`src/rtl/irq_redir_pkg.sv`:
```
package irq_redir_pkg;
  localparam int VEC_W    = 8;
  localparam int DEST_W   = 8;
  localparam int POL_BIT  = 13;
  localparam int TRIG_BIT = 15;
  localparam int MASK_BIT = 16;

  typedef struct packed {
    logic [DEST_W-1:0] dest;
    logic              mask;
    logic              level;
    logic              act_low;
    logic [VEC_W-1:0]  vec;
  } entry_t;

  localparam entry_t ENTRY_RST = '{dest: '0, mask: 1'b1, level: 1'b0, act_low: 1'b0, vec: '0};

  function automatic logic [31:0] lo_word(entry_t e);
    logic [31:0] w;
    w = '0;
    w[VEC_W-1:0] = e.vec;
    w[POL_BIT]   = e.act_low;
    w[TRIG_BIT]  = e.level;
    w[MASK_BIT]  = e.mask;
    return w;
  endfunction

  function automatic logic [31:0] hi_word(entry_t e);
    logic [31:0] w;
    w = '0;
    w[31 -: DEST_W] = e.dest;
    return w;
  endfunction

  function automatic entry_t apply_lo(entry_t e, logic [31:0] w);
    entry_t r;
    r         = e;
    r.vec     = w[VEC_W-1:0];
    r.act_low = w[POL_BIT];
    r.level   = w[TRIG_BIT];
    r.mask    = w[MASK_BIT];
    return r;
  endfunction

  function automatic entry_t apply_hi(entry_t e, logic [31:0] w);
    entry_t r;
    r      = e;
    r.dest = w[31 -: DEST_W];
    return r;
  endfunction
endpackage

```
`src/rtl/irq_redir_entry.sv`:
```
module irq_redir_entry
  import irq_redir_pkg::*;
(
  input  logic             clk,
  input  logic             rst_n,
  input  logic             pin,
  input  logic             wr_lo,
  input  logic             wr_hi,
  input  logic [31:0]      wdata,
  input  logic             grant,
  input  logic             eoi_valid,
  input  logic [VEC_W-1:0] eoi_vec,
  output entry_t           cfg,
  output logic             ready
);
  logic act, prev_act, edge_req, edge_now, eoi_hit, remote_pend;

  assign act      = pin ^ cfg.act_low;
  assign edge_now = act & ~prev_act & ~cfg.mask;
  assign eoi_hit  = eoi_valid & cfg.level & (eoi_vec == cfg.vec);
  assign ready    = ~cfg.mask & (cfg.level ? (act & ~remote_pend) : edge_req);

  always_ff @(posedge clk or negedge rst_n) begin
    if (!rst_n) begin
      cfg         <= ENTRY_RST;
      prev_act    <= 1'b0;
      edge_req    <= 1'b0;
      remote_pend <= 1'b0;
    end else begin
      prev_act <= act;
      if (wr_lo)      cfg <= apply_lo(cfg, wdata);
      else if (wr_hi) cfg <= apply_hi(cfg, wdata);
      if (cfg.level)               edge_req <= 1'b0;
      else if (edge_now)           edge_req <= 1'b1;
      else if (grant || cfg.mask)  edge_req <= 1'b0;
      if (grant && cfg.level)      remote_pend <= 1'b1;
      else if (eoi_hit)            remote_pend <= 1'b0;
    end
  end

  // a masked entry is never granted
  p_masked_silent_r3: assert property (@(posedge clk) disable iff (!rst_n)
    grant |-> !cfg.mask);
  // a granted level entry waits for its end-of-interrupt
  p_level_block_r5: assert property (@(posedge clk) disable iff (!rst_n)
    (grant && cfg.level) |=> (remote_pend && !ready));
  // a granted edge request is consumed unless a new edge arrives
  p_edge_consumed_r4: assert property (@(posedge clk) disable iff (!rst_n)
    (grant && !cfg.level && !edge_now && !wr_lo) |=> !ready);
endmodule

```
`src/rtl/irq_rr_arb.sv`:
```
module irq_rr_arb #(
  parameter int N = 24
) (
  input  logic                 clk,
  input  logic                 rst_n,
  input  logic [N-1:0]         req,
  input  logic                 advance,
  output logic [N-1:0]         grant,
  output logic [$clog2(N)-1:0] win
);
  localparam int PW = $clog2(N);
  logic [PW-1:0] last;
  logic          found;

  always_comb begin
    grant = '0;
    win   = '0;
    found = 1'b0;
    for (int k = 1; k <= N; k++) begin
      int idx;
      idx = (int'(last) + k) % N;
      if (!found && advance && req[idx]) begin
        found      = 1'b1;
        grant[idx] = 1'b1;
        win        = PW'(idx);
      end
    end
  end

  always_ff @(posedge clk or negedge rst_n) begin
    if (!rst_n)     last <= PW'(N - 1);
    else if (found) last <= win;
  end

  // at most one grant, and only to a requester
  p_grant_onehot_r8: assert property (@(posedge clk) disable iff (!rst_n)
    $onehot0(grant));
  p_grant_has_req_r8: assert property (@(posedge clk) disable iff (!rst_n)
    (grant & ~req) == '0);
endmodule

```
`src/rtl/irq_redirect_unit.sv`:
```
module irq_redirect_unit
  import irq_redir_pkg::*;
#(
  parameter int NUM_LINES = 24
) (
  input  logic                 clk,
  input  logic                 rst_n,
  input  logic [NUM_LINES-1:0] irq_pin,
  input  logic                 reg_wr,
  input  logic                 reg_sel,
  input  logic [31:0]          reg_wdata,
  output logic [31:0]          reg_rdata,
  output logic                 msg_valid,
  input  logic                 msg_ready,
  output logic [VEC_W-1:0]     msg_vector,
  output logic [DEST_W-1:0]    msg_dest,
  input  logic                 eoi_valid,
  input  logic [VEC_W-1:0]     eoi_vector
);
  localparam int WORDS = 2 * NUM_LINES;
  localparam int IW    = $clog2(WORDS);
  localparam int PW    = $clog2(NUM_LINES);

  logic [IW-1:0]        win_idx;
  logic [IW-2:0]        entry_sel;
  logic                 word_hi, in_range, load;
  logic [PW-1:0]        sel_safe, win;
  entry_t               cfg_arr [NUM_LINES];
  logic [NUM_LINES-1:0] ready_v, grant_v;

  assign entry_sel = win_idx[IW-1:1];
  assign word_hi   = win_idx[0];
  assign in_range  = (int'(entry_sel) < NUM_LINES);
  assign sel_safe  = in_range ? PW'(entry_sel) : '0;
  assign load      = !msg_valid || msg_ready;

  always_ff @(posedge clk or negedge rst_n) begin
    if (!rst_n)                 win_idx <= '0;
    else if (reg_wr && !reg_sel) win_idx <= reg_wdata[IW-1:0];
  end

  for (genvar i = 0; i < NUM_LINES; i++) begin : g_line
    logic hit;
    assign hit = reg_wr && reg_sel && in_range && (int'(entry_sel) == i);
    irq_redir_entry u_entry (
      .clk       (clk),
      .rst_n     (rst_n),
      .pin       (irq_pin[i]),
      .wr_lo     (hit && !word_hi),
      .wr_hi     (hit && word_hi),
      .wdata     (reg_wdata),
      .grant     (grant_v[i]),
      .eoi_valid (eoi_valid),
      .eoi_vec   (eoi_vector),
      .cfg       (cfg_arr[i]),
      .ready     (ready_v[i])
    );
  end

  irq_rr_arb #(.N(NUM_LINES)) u_arb (
    .clk     (clk),
    .rst_n   (rst_n),
    .req     (ready_v),
    .advance (load),
    .grant   (grant_v),
    .win     (win)
  );

  always_comb begin
    if (!reg_sel)      reg_rdata = {{(32-IW){1'b0}}, win_idx};
    else if (!in_range) reg_rdata = '0;
    else if (word_hi)  reg_rdata = hi_word(cfg_arr[sel_safe]);
    else               reg_rdata = lo_word(cfg_arr[sel_safe]);
  end

  always_ff @(posedge clk or negedge rst_n) begin
    if (!rst_n) begin
      msg_valid  <= 1'b0;
      msg_vector <= '0;
      msg_dest   <= '0;
    end else if (load) begin
      msg_valid <= |grant_v;
      if (|grant_v) begin
        msg_vector <= cfg_arr[win].vec;
        msg_dest   <= cfg_arr[win].dest;
      end
    end
  end

  // a stalled message holds its payload
  p_hold_r9: assert property (@(posedge clk) disable iff (!rst_n)
    (msg_valid && !msg_ready) |=> (msg_valid && $stable(msg_vector) && $stable(msg_dest)));
endmodule

```
`config.mk`:
```
export PLATFORM = sky130hd
export DESIGN_NAME = irq_redirect_unit
export DESIGN_NICKNAME = d
export VERILOG_FILES = /design/src/rtl/irq_redir_pkg.sv /design/src/rtl/irq_redir_entry.sv /design/src/rtl/irq_rr_arb.sv /design/src/rtl/irq_redirect_unit.sv
export SDC_FILE = /design/constraint.sdc
export NUM_CORES = 2
export LEC_CHECK = 0
export BUFFER_PORTS_ARGS = -buffer_cell sky130_fd_sc_hd__buf_4
export CAP_MARGIN = 20
export CORE_ASPECT_RATIO = 0.75
export CORE_UTILIZATION = 25
export CTS_CLUSTER_SIZE = 30
export DETAILED_ROUTE_END_ITERATION = 12
export MAX_ROUTING_LAYER = met4
export PLACE_DENSITY = 0.47
export SETUP_SLACK_MARGIN = 0.05
export SYNTH_ARGS = -nofsm -noshare
export SYNTH_HDL_FRONTEND = slang
export SYNTH_SLANG_ARGS = --single-unit
```
`constraint.sdc`:
```
create_clock -name clk -period 14.34 [get_ports clk]
set_input_delay 2.868 -clock clk [delete_from_list [all_inputs] [get_ports clk]]
set_output_delay 2.868 -clock clk [all_outputs]
set_load 0.01 [all_outputs]
```
==> results.md <==
* Startpoint Class: flip-flop
* Core Area at 0.178 mm^2
* Final setup fails at 0
* Die area at 0.181 mm^2
* Initial DRC count at 6,068
* Status: finished, final reports clean
* Row count at 134
* Slew headroom at 6.66%
* Crit Path Max Fanout at 51
* Synthesized area per cell at 9.23 um^2
* Ys async rst share at 100%
* Cell Area, Synth at 0.0448 mm^2
* Final hold vios at 0
* Area occupied by multi-input gates at 0.0288 mm^2
* CTS max path bufs at 3
* Final Max Slew Viols at 0
* Detailed Place HPWL at 163 mm
* CTS resizes at 0
* CTS Sinks at 556
* Synth Area in Simple Gates at 18.9%
* DR WL met2 at 81.8 mm
* Synth Area in XOR/XNOR at 5.02%
* Required time worst endpoint at 14.86 ns
* Multiplexer share of the synthesized area at 19.9%
* Fin crit period at 10.48 ns
* Post CTS Setup Buffer Count at 0
* Inst Count DP at 7,060
* Synth Warn # at 0
* Initial core utilization at 25.2%
* Initial antenna violation count at 16
* Avg Vias per Cell at 5.95
* Synth area leader: dfrtp_1
* Top sig layer: met4
* Grt ovf at 0
* Post-Layout Cell Count at 7,196
* Number of library cell types mapped by synthesis at 132
* Predominant post-synthesis flop cell: dfrtp_1
* Combinational family with the most area after synthesis: multiplexers
* Via count at 42,800
* Final worst path period share at 73.1%
* Synth Area in Compound Gates at 18.4%
* Cells after Synth at 4,851
* Fillers at 18,800
* Met3 WL at 25.7 mm
* Overall Global Routing Usage at 23.8%
* Vias in the first global route at 40,000
* Hold buffers post-CTS at 0
* DR pass1 iterations at 9
* Drt total wl at 217 mm
* Post-synth EDFFs at 0
* Antenna viol nets, final at 0
* Class of the worst hold path: flip-flop to flip-flop
* Worst setup EP type: flip-flop
* Worst Path Arrival at 10.99 ns
* Slew @ Worst Pin at 1.36 ns
* Routability cong. at 1.03
* Yosys reg bits at 556
* Max Fclk at 95.5 MHz
* Htree depth at 2
* CTS Buf Count at 59
* Chip height at 369 um
* Main area contributors after synthesis: dfrtp_1 30%, mux2_2 13%, mux4_2 4.6%
* Register area at 0.0140 mm^2
* DRT met1 WL at 104 mm
* Clk_skew at 0.0335 ns
* P&R area growth vs syn at 11.7%
* Max_cap viols at 0
* Reg clk slew, reported paths at 0.06 ns
* IO Pins at 119
* Area fraction of the dominant cell type after synthesis at 29.5%
* Buffers on Ports at 92
* Die Wd at 491 um
* Nets at 4,878
* Seq/Total Area, Yosys at 31.2%
* Root Driver: clkbuf_16
* Largest net degree at the start of global routing at 164
* CTS tree: yes
* Routed wire length per instance at 30.2 um
* Adder-Cell Fraction of Synth Area at 1.51%
* Number of remaining DRC errors at 0
* Layout cells sized above 1 at 23.2%
* First-pass GRT wire length at 307 mm
* Worst skew pair latency at 0.66 ns
* Final setup TNS at 0 ns
* CP Class: flip-flop to flip-flop
* RSZ-0062 raised after global routing: no
-- cell families (layout without fill, tap and decap cells) --
group,after synthesis,in the layout
muxes,705,705
AOI/OAI and AO/OA,1113,1113
other,1,27
DFF,556,556
and+or+nand+nor,1657,1657
xor gates and xnor gates,250,250
adders and majority gates,54,54
buffers and inverters,515,454
-- through the flow --
step / instance area [um^2] / worst slack [ns] / util [%] / hold slack, ns
2_1_floorplan: 44800 / 6.58 / - / 0.453
3_3_place_gp: 47800 / 3.58 / 26.9 / 0.476
3_5_place_dp: 47800 / 3.57 / 26.9 / 0.474
4_1_cts: 49800 / 4.21 / 28.0 / 0.496
5_1_grt: 50000 / 3.79 / 28.1 / 0.522
6_report: 50000 / 3.86 / 28.1 / 0.494
-- cells in the final DEF (no fill, tap or decap), drive strengths merged, types with 28 or more instances in the layout --
cell and count:
mux2 545, dfrtp 528, nand2 393, nor2 330
nand3 244, buf 219, o21ai 194, a21oi 171
nor3 144, xnor2 125, xor2 125, nand4 124
inv 122, clkbuf 97, mux4 91, a22oi 81
nor4 73, mux2i 69, a222oi 57, a221oi 54
ha 54, and3 49, a31oi 49, nand2b 48
a211oi 44, o211ai 42, and2 42, or3 40
o22ai 32, nor2b 32, a311oi 30, a32oi 29
dfstp 28
-- worst max-delay path, cell delays in order, from the launching register on --
cell       delay (ns)
dfstp_2          0.51
inv_1            0.64
ha_1             0.40
buf_4            0.63
nor2b_1          0.18
or3_4            0.39
nand2_2          0.12
inv_2            0.10
ha_1             0.27
nand2b_1         0.19
or2_2            0.30
mux2_4           0.28
o311ai_4         0.73
a221oi_2         0.26
o211ai_2         0.42
nor4_4           0.07
buf_4            0.33
nand3_1          0.60
mux2i_1          0.15
or4_1            0.62
o21ai_4          0.50
nand2_8          0.43
mux4_2           0.62
a22oi_1          0.73
o2111ai_1        0.34
mux2_4           0.35
-- cell usage after synthesis, drive strengths merged (57+ instances only) --
master	n
nor2	330
mux2i	69
dfrtp	528
nor3	144
nand3	244
mux2	545
buf	142
mux4	91
o21ai	194
a21oi	171
nand4	124
xor2	125
clkbuf	251
nand2	393
inv	120
xnor2	125
nor4	73
a222oi	57
a22oi	81
-- sequential cells by signal, summed over array words and instances, names as in the netlist --
| name | cells |
|---|---|
| msg_dest | 8 |
| g_line.u_entry.cfg | 456 |
| g_line.u_entry.remote_pend | 24 |
| win_idx | 6 |
| g_line.u_entry.prev_act | 24 |
| u_arb.last | 5 |
| msg_valid | 1 |
| g_line.u_entry.edge_req | 24 |
| msg_vector | 8 |
-- metal layers --
metal / track usage [%] / vias to the layer above
li1: - / 18300
met1: 35.9 / 22000
met2: 29.8 / 2334
met3: 6.87 / 239
met4: 5.92 / 0
met5: - / -
-- final timing paths --
path,from,endpoint,slack (ns),cells past startpoint
worst min register to register,g_line[0].u_entry.remote_pend,g_line[0].u_entry.remote_pend,0.49,1
worst max-delay path,u_arb.last[0],msg_vector[3],3.86,25
min in group asynchronous,rst_n,g_line[2].u_entry.cfg[13],2.37,1
max in group asynchronous,rst_n,g_line[20].u_entry.cfg[5],9.63,3
worst min-delay path,g_line[0].u_entry.remote_pend,g_line[0].u_entry.remote_pend,0.49,1
worst max register to register,u_arb.last[0],msg_vector[3],3.86,25
-- cell type report --
cell class                      instances  area share (%)
Inverter                              122           0.926
Timing Repair Buffer                  223            3.52
Multi-Input combinational cell       3792            57.6
Sequential cell                       556            27.9
Tap cell                             2380            5.96
Clock inverter                         16           0.308
Antenna cell                           14          0.0701
Clock buffer                           93            3.69
Power is not shown: default switching activity piles up to over one toggle a cycle in this logic, so the estimate is an artifact.
